--- src/rtl/pwm_tmr_pkg.sv ---
package pwm_tmr_pkg;

   localparam int unsigned NUM_DIV = 5;

   localparam int unsigned FLG_OVF = 0;
   localparam int unsigned FLG_CMP = 1;
   localparam int unsigned FLG_N   = 2;

   typedef enum logic [2:0] {
      PS_OFF     = 3'd0,
      PS_DIV1    = 3'd1,
      PS_DIV8    = 3'd2,
      PS_DIV64   = 3'd3,
      PS_DIV256  = 3'd4,
      PS_DIV1024 = 3'd5
   } div_sel_e;

endpackage

--- src/rtl/pwm_prescaler.sv ---
module pwm_prescaler
   import pwm_tmr_pkg::*;
#(
   parameter int unsigned PRE_W = 10,
   parameter int unsigned SH_B  = 3,
   parameter int unsigned SH_C  = 6,
   parameter int unsigned SH_D  = 8,
   parameter int unsigned SH_E  = 10
) (
   input  logic       clk,
   input  logic       rst,
   input  logic       run_en,
   input  logic [2:0] sel,
   output logic       tick
);

   localparam int unsigned SH_TAB [NUM_DIV] = '{0, SH_B, SH_C, SH_D, SH_E};

   if (SH_E > PRE_W) begin : g_bad_width
      $error("pwm_prescaler: PRE_W narrower than largest tap");
   end
   if (!(SH_B > 0 && SH_B < SH_C && SH_C < SH_D && SH_D < SH_E)) begin : g_bad_order
      $error("pwm_prescaler: tap shifts must be positive and ascending");
   end

   logic [PRE_W-1:0]   pc_q;
   logic [NUM_DIV-1:0] tap_hit;
   logic               sel_ok;
   logic               hit;

   for (genvar g = 0; g < NUM_DIV; g++) begin : g_tap
      if (SH_TAB[g] == 0) begin : g_every
         assign tap_hit[g] = 1'b1;
      end else begin : g_mask
         assign tap_hit[g] = &pc_q[SH_TAB[g]-1:0];
      end
   end

   always_comb begin
      sel_ok = 1'b1;
      hit    = 1'b0;
      case (sel)
         PS_DIV1:    hit = tap_hit[0];
         PS_DIV8:    hit = tap_hit[1];
         PS_DIV64:   hit = tap_hit[2];
         PS_DIV256:  hit = tap_hit[3];
         PS_DIV1024: hit = tap_hit[4];
         default:    sel_ok = 1'b0;
      endcase
   end

   assign tick = run_en && sel_ok && hit;

   always_ff @(posedge clk) begin
      if (rst) begin
         pc_q <= '0;
      end else if (run_en && sel_ok) begin
         pc_q <= pc_q + 1'b1;
      end
   end


   pre_hold_chk: assert property (@(posedge clk) disable iff (rst)
      !run_en |=> $stable(pc_q));


   div1_tick_chk: assert property (@(posedge clk) disable iff (rst)
      (run_en && sel == PS_DIV1) |-> tick);

endmodule

--- src/rtl/pwm_updown.sv ---
module pwm_updown #(
   parameter int unsigned CNT_W = 8
) (
   input  logic             clk,
   input  logic             rst,
   input  logic             tick,
   output logic [CNT_W-1:0] cnt,
   output logic             up,
   output logic [CNT_W-1:0] nxt_cnt,
   output logic             nxt_up
);

   localparam logic [CNT_W-1:0] TOP = '1;
   localparam logic [CNT_W-1:0] BOT = '0;

   logic [CNT_W-1:0] cnt_q;
   logic             up_q;
   logic [CNT_W-1:0] inc;
   logic [CNT_W-1:0] dec;

   always_comb begin
      inc     = cnt_q + 1'b1;
      dec     = cnt_q - 1'b1;
      nxt_cnt = cnt_q;
      nxt_up  = up_q;
      if (tick) begin
         if (up_q) begin
            nxt_cnt = inc;
            nxt_up  = (inc != TOP);
         end else begin
            nxt_cnt = dec;
            nxt_up  = (dec == BOT);
         end
      end
   end

   always_ff @(posedge clk) begin
      if (rst) begin
         cnt_q <= BOT;
         up_q  <= 1'b1;
      end else begin
         cnt_q <= nxt_cnt;
         up_q  <= nxt_up;
      end
   end

   assign cnt = cnt_q;
   assign up  = up_q;


   step_one_chk: assert property (@(posedge clk) disable iff (rst)
      tick |=> (cnt_q == $past(cnt_q) + 1'b1) || (cnt_q == $past(cnt_q) - 1'b1));


   cnt_hold_chk: assert property (@(posedge clk) disable iff (rst)
      !tick |=> $stable(cnt_q) && $stable(up_q));


   top_turn_chk: assert property (@(posedge clk) disable iff (rst)
      (cnt_q == TOP) |-> !up_q);


   bot_turn_chk: assert property (@(posedge clk) disable iff (rst)
      (cnt_q == BOT) |-> up_q);

endmodule

--- src/rtl/pwm_compare.sv ---
module pwm_compare #(
   parameter int unsigned CNT_W = 8
) (
   input  logic             clk,
   input  logic             rst,
   input  logic             tick,
   input  logic             wr,
   input  logic [CNT_W-1:0] wdata,
   input  logic [CNT_W-1:0] cnt,
   input  logic [CNT_W-1:0] nxt_cnt,
   input  logic             nxt_up,
   output logic [CNT_W-1:0] act,
   output logic [CNT_W-1:0] act_nxt,
   output logic             level
);

   localparam logic [CNT_W-1:0] TOP = '1;
   localparam logic [CNT_W-1:0] BOT = '0;

   logic [CNT_W-1:0] buf_q;
   logic [CNT_W-1:0] act_q;
   logic             lvl_q;
   logic             lvl_nxt;

   always_comb begin
      act_nxt = act_q;
      if (tick && nxt_cnt == TOP) begin
         act_nxt = buf_q;
      end
      lvl_nxt = lvl_q;
      if (tick) begin
         if (nxt_cnt == BOT) begin
            lvl_nxt = (act_nxt != BOT);
         end else if (nxt_cnt == TOP) begin
            lvl_nxt = (act_nxt == TOP);
         end else if (nxt_cnt == act_nxt) begin
            lvl_nxt = !nxt_up;
         end
      end
   end

   always_ff @(posedge clk) begin
      if (rst) begin
         buf_q <= BOT;
         act_q <= BOT;
         lvl_q <= 1'b0;
      end else begin
         if (wr) begin
            buf_q <= wdata;
         end
         act_q <= act_nxt;
         lvl_q <= lvl_nxt;
      end
   end

   assign act   = act_q;
   assign level = lvl_q;


   load_at_top_chk: assert property (@(posedge clk) disable iff (rst)
      !$stable(act_q) |-> (cnt == TOP));


   bot_force_chk: assert property (@(posedge clk) disable iff (rst)
      (cnt == BOT) |-> (lvl_q == (act_q != BOT)));


   top_force_chk: assert property (@(posedge clk) disable iff (rst)
      (cnt == TOP) |-> (lvl_q == (act_q == TOP)));


   zero_low_chk: assert property (@(posedge clk) disable iff (rst)
      (act_q == BOT) |-> !lvl_q);


   full_high_chk: assert property (@(posedge clk) disable iff (rst)
      (act_q == TOP) |-> lvl_q);

endmodule

--- src/rtl/pwm_flags.sv ---
module pwm_flags
   import pwm_tmr_pkg::*;
#(
   parameter int unsigned CNT_W = 8
) (
   input  logic             clk,
   input  logic             rst,
   input  logic             tick,
   input  logic [CNT_W-1:0] cnt,
   input  logic [CNT_W-1:0] act,
   input  logic [CNT_W-1:0] nxt_cnt,
   input  logic [CNT_W-1:0] act_nxt,
   input  logic [FLG_N-1:0] clr,
   output logic             ovf,
   output logic             cmp
);

   logic [FLG_N-1:0] set;
   logic [FLG_N-1:0] flg_q;

   always_comb begin
      set          = '0;
      set[FLG_OVF] = tick && (nxt_cnt == '0);
      set[FLG_CMP] = tick && (nxt_cnt == act_nxt);
   end

   for (genvar f = 0; f < FLG_N; f++) begin : g_flag
      always_ff @(posedge clk) begin
         if (rst) begin
            flg_q[f] <= 1'b0;
         end else if (set[f]) begin
            flg_q[f] <= 1'b1;
         end else if (clr[f]) begin
            flg_q[f] <= 1'b0;
         end
      end
   end

   assign ovf = flg_q[FLG_OVF];
   assign cmp = flg_q[FLG_CMP];


   ovf_at_bottom_chk: assert property (@(posedge clk) disable iff (rst)
      $rose(flg_q[FLG_OVF]) |-> (cnt == '0));


   cmp_on_match_chk: assert property (@(posedge clk) disable iff (rst)
      $rose(flg_q[FLG_CMP]) |-> (cnt == act));


   ovf_sticky_chk: assert property (@(posedge clk) disable iff (rst)
      (flg_q[FLG_OVF] && !clr[FLG_OVF]) |=> flg_q[FLG_OVF]);

endmodule

--- src/rtl/pwm_phase_timer.sv ---
module pwm_phase_timer
   import pwm_tmr_pkg::*;
#(
   parameter int unsigned CNT_W = 8,
   parameter int unsigned PRE_W = 10
) (
   input  logic             clk,
   input  logic             rst,
   input  logic [2:0]       div_sel,
   input  logic             run_en,
   input  logic             invert,
   input  logic             cmp_wr,
   input  logic [CNT_W-1:0] cmp_data,
   output logic [CNT_W-1:0] count,
   output logic             pwm,
   input  logic [1:0]       flag_clr,
   output logic             ovf_flag,
   output logic             cmp_flag
);

   if (CNT_W < 2) begin : g_bad_cnt
      $error("pwm_phase_timer: CNT_W must be at least 2");
   end

   logic             tick;
   logic [CNT_W-1:0] cnt;
   logic             up;
   logic [CNT_W-1:0] nxt_cnt;
   logic             nxt_up;
   logic [CNT_W-1:0] act;
   logic [CNT_W-1:0] act_nxt;
   logic             level;

   pwm_prescaler #(.PRE_W(PRE_W)) u_pre (
      .clk    (clk),
      .rst    (rst),
      .run_en (run_en),
      .sel    (div_sel),
      .tick   (tick)
   );

   pwm_updown #(.CNT_W(CNT_W)) u_cnt (
      .clk     (clk),
      .rst     (rst),
      .tick    (tick),
      .cnt     (cnt),
      .up      (up),
      .nxt_cnt (nxt_cnt),
      .nxt_up  (nxt_up)
   );

   pwm_compare #(.CNT_W(CNT_W)) u_cmp (
      .clk     (clk),
      .rst     (rst),
      .tick    (tick),
      .wr      (cmp_wr),
      .wdata   (cmp_data),
      .cnt     (cnt),
      .nxt_cnt (nxt_cnt),
      .nxt_up  (nxt_up),
      .act     (act),
      .act_nxt (act_nxt),
      .level   (level)
   );

   pwm_flags #(.CNT_W(CNT_W)) u_flg (
      .clk     (clk),
      .rst     (rst),
      .tick    (tick),
      .cnt     (cnt),
      .act     (act),
      .nxt_cnt (nxt_cnt),
      .act_nxt (act_nxt),
      .clr     (flag_clr),
      .ovf     (ovf_flag),
      .cmp     (cmp_flag)
   );

   assign count = cnt;
   assign pwm   = level ^ invert;


   dir_level_chk: assert property (@(posedge clk) disable iff (rst)
      (up && cnt >= act) |-> !level);

endmodule

--- config.mk ---
export PLATFORM = sky130hd
export DESIGN_NAME = pwm_phase_timer
export DESIGN_NICKNAME = d
export VERILOG_FILES = /design/src/rtl/pwm_tmr_pkg.sv /design/src/rtl/pwm_prescaler.sv /design/src/rtl/pwm_updown.sv /design/src/rtl/pwm_compare.sv /design/src/rtl/pwm_flags.sv /design/src/rtl/pwm_phase_timer.sv
export SDC_FILE = /design/constraint.sdc
export NUM_CORES = 1
export LEC_CHECK = 0
export BUFFER_PORTS_ARGS = -buffer_cell sky130_fd_sc_hd__buf_4
export CAP_MARGIN = 20
export CELL_PAD_IN_SITES_DETAIL_PLACEMENT = 0
export CELL_PAD_IN_SITES_GLOBAL_PLACEMENT = 1
export CORE_MARGIN = 5
export CORE_UTILIZATION = 41
export CTS_BUF_LIST = sky130_fd_sc_hd__clkbuf_2 sky130_fd_sc_hd__clkbuf_4 sky130_fd_sc_hd__clkbuf_8
export DETAILED_ROUTE_END_ITERATION = 16
export HOLD_SLACK_MARGIN = 0.08
export PLACE_DENSITY = 0.79
export SLEW_MARGIN = 40
export SYNTH_ARGS = -nofsm -noshare
export SYNTH_HDL_FRONTEND = slang
export SYNTH_SLANG_ARGS = --single-unit
--- constraint.sdc ---
create_clock -name clk -period 3 [get_ports clk]
set_input_delay 0 -clock clk [delete_from_list [all_inputs] [get_ports clk]]
set_output_delay 0 -clock clk [all_outputs]
set_load 0.02 [all_outputs]
==> summary.txt <==
Status - finished clean
Worst Max-Slew Pin Slew - 0.633 ns
Reg power frac - 48.7%
Post-synth top area share - 30.2%
Die H - 88.4 um
Async set-or-reset flop fraction in the synthesized netlist - 0%
Sequential area share after synthesis - 30.2%
Setup Crit Path Kind - reg2reg
Sw frac - 22.6%
Via count - 2,611
Largest net degree at the start of global routing - 39
DPL Wire Length - 4960 um
Count leader, synth - nor2_1
Cell Chain, Critical Path - ha_2 > ha_1 > nand3b_1 > a21oi_2 > o211ai_1 > buf_4 > buf_4 > nor4_4 > mux2i_1 > o2111ai_2 > nor4_4 > nor3b_1 > a211oi_2
Hold violation total from the final report - 0
Dpl cells - 433
Power Total - 1070 uW
Clock network power share - 41.7%
Yosys cell types - 55
CTS tree - done
Nets - 417
Logic pwr share - 9.6%
Final Skew - 0.00805 ns
Min Tclk post-route - 2.98 ns
Clock Path Buffers - 2
Startpoint Class - flop
Row count - 28
Clock latency on the worst-skew pair - 0.29 ns
Core Region - 0.00596 mm^2
Gpl congestion - 0.856
Synth Flop Type - dfxtp_1
Crit path buffers/inverters - 2
Number of enable flip-flop cells after synthesis - 0
Horiz. Die Dim - 88.4 um
Number of CTS-inserted buffers - 5
Gr usage total - 18.8%
CTS root buffer - clkbuf_8
Final setup fails - 0
Clock Sink Count - 38
Total grt overflow - 0
Port Buffers - 28
Detail Route Antenna Nets - 0
Fmax - 0.336 GHz
Final Non-Filler Cells - 469
Hold_ws - 0.118 ns
CP Capture Type - flop
Vias in the first global route - 2,455
#FFs+latches synth - 38
Max-Cap Viols - 0
Syn avg cell area - 8.08 um^2
Drt drc - 0
Crit path max-delay family - simple AND/OR/NAND/NOR gates
Drt pass-1 iters - 4
VDD IR-drop max - 0.000265 V
DR WL/cell - 14.9 um
DRT iter0 DRCs - 132
Main area contributors after synthesis - dfxtp_1, nor2_1, mux2i_1
Static Leak - 0.00143 uW
Layout cells sized above 1 - 28.7%
Num ports - 29
Area grow syn2layout - 38.5%
Crit path required time - 3.22 ns
Slew headroom - 57.6%
Power Dens Cells - 307 mW/mm^2
Yosys warns - 0
# H-tree levels - 2
Period utilization - 99.3%
Worst-path clk slew - 0.08 ns
Sw Pwr - 243 uW
# diodes - 0
Via density - 5.57
Crit-path slowest cell - dfxtp_2
Synth area leader - dfxtp_1
Slowest stage delay, CP - 0.34 ns
HP Class - in2reg
First-pass GRT wire length - 11,700 um
P_int - 830 uW
CP arrival - 3.20 ns
Syn Inst Count - 312
Synth top cells by count - nor2_1, dfxtp_1, nand2_1
Final Max Tran Viols - 0
Initial antenna violation count - 0
Total wire length - 6990 um
Die footprint - 0.00782 mm^2
Cell Area, Synth - 0.00252 mm^2
Initial Util - 42.4%
Worst Path Max Fanout - 4
RSZ-0062 raised after global routing - true
Post-Syn Nets - 336
[worst paths after layout]
kind	start	depth (start not counted)	endpoint	slack, ns
worst max-delay path	u_pre.pc_q[1]$_SDFFE_PP0P_	13	u_cmp.level$_SDFFE_PP0P_	0.02
worst min-delay path	rst	2	u_cmp.buf_q[4]$_SDFFE_PP0P_	0.12
worst max register to register	u_pre.pc_q[1]$_SDFFE_PP0P_	13	u_cmp.level$_SDFFE_PP0P_	0.02
worst min register to register	u_flg.cmp$_SDFFE_PP0P_	2	u_flg.cmp$_SDFFE_PP0P_	0.50
[layer usage]
layer  GRT usage (%)  vias up  part of all wire (%)
met5               0        -                     0
met4            7.97        0                   2.4
met3            3.82       17                   6.4
met2            29.4       93                    46
met1            25.3     1208                    45
li1                -     1293                     -
[layout by cell type, fill, tap and decap left out, types with 3 or more instances in the layout]
cell type	count
xor2_1	13
xnor2_1	6
mux2i_1	15
dlygate4sd3_1	18
nand2b_1	4
clkbuf_8	5
nor3_1	4
o2111ai_1	4
dfxtp_1	34
buf_4	73
nand2_1	32
a21o_1	3
ha_1	4
nor2_1	41
nor2b_1	5
nand4_1	13
or3_1	3
and3_1	3
xnor2_2	4
a21oi_1	20
o22ai_1	3
nand3_1	11
nor4_1	4
inv_1	12
[worst reg2reg max path, cell delays in order, from the launching register on]
cell and delay, ns:
dfxtp_2 0.34, ha_2 0.18, ha_1 0.16, nand3b_1 0.10, a21oi_2 0.16, o211ai_1 0.22, buf_4 0.24, buf_4 0.15
nor4_4 0.32, mux2i_1 0.25, o2111ai_2 0.17, nor4_4 0.34, nor3b_1 0.09, a211oi_2 0.18
[power groups by stage]
stage                     clock network, uW  logic [uW]  registers, uW
after floorplan                           0        41.1            533
after global placement                    0        75.7            534
after detailed placement                  0        76.2            534
after CTS                               455        99.6            521
after global routing                    476         113            524
final                                   448         103            522
[layout make-up]
type	count	area, um^2
fill	562	2460
timing repair buffer	91	728
sequential	38	771
tap	75	93.8
clock buffer	6	76.3
inverter	12	45.0
multi-input combinational	245	1740
clock inverter	2	36.3
[cell families (layout without fill, tap and decap cells)]
family                   count (synthesis)  in the layout  share of synthesized area [%]
AND/OR/NAND/NOR                        137            137                           28.1
AO/OA/AOI/OAI                           63             63                           19.6
flip-flops                              38             38                           30.2
buffers and inverters                   29            111                           4.71
XOR/XNOR                                23             23                           7.99
multiplexers                            16             16                           6.40
adder cells (fa/ha/maj)                  6              6                           2.98
[what timing repair did]
item	in CTS	in global routing
setup endpoints to repair	1	2
pin swaps	1	7
hold buffers	18	0
gates cloned	0	0
endpoints found under the hold margin	10	0
gates resized for setup	5	13
buffers inserted	0	10
[sequential cells by signal, summed over array words and instances (netlist names)]
name / count
u_cmp.act: 8
u_cmp.buf_q: 8
u_cmp.level: 1
u_cnt.cnt: 8
u_cnt.up: 1
u_flg.cmp: 1
u_flg.ovf: 1
u_pre.pc_q: 10
[through the flow]
step,setup slack [ns],instance area (um^2),setup TNS (ns),util (%)
6_report,0.0195,3490,0,58.7
5_1_grt,-0.153,3490,-0.290,58.7
4_1_cts,-0.00755,3360,-0.00755,56.4
3_5_place_dp,-0.0398,3040,-0.0398,51.1
3_3_place_gp,-0.0603,3040,-0.0603,51.1
2_1_floorplan,0.0259,2560,0,-
No activity file was read; power rests on OpenSTA's default activity.
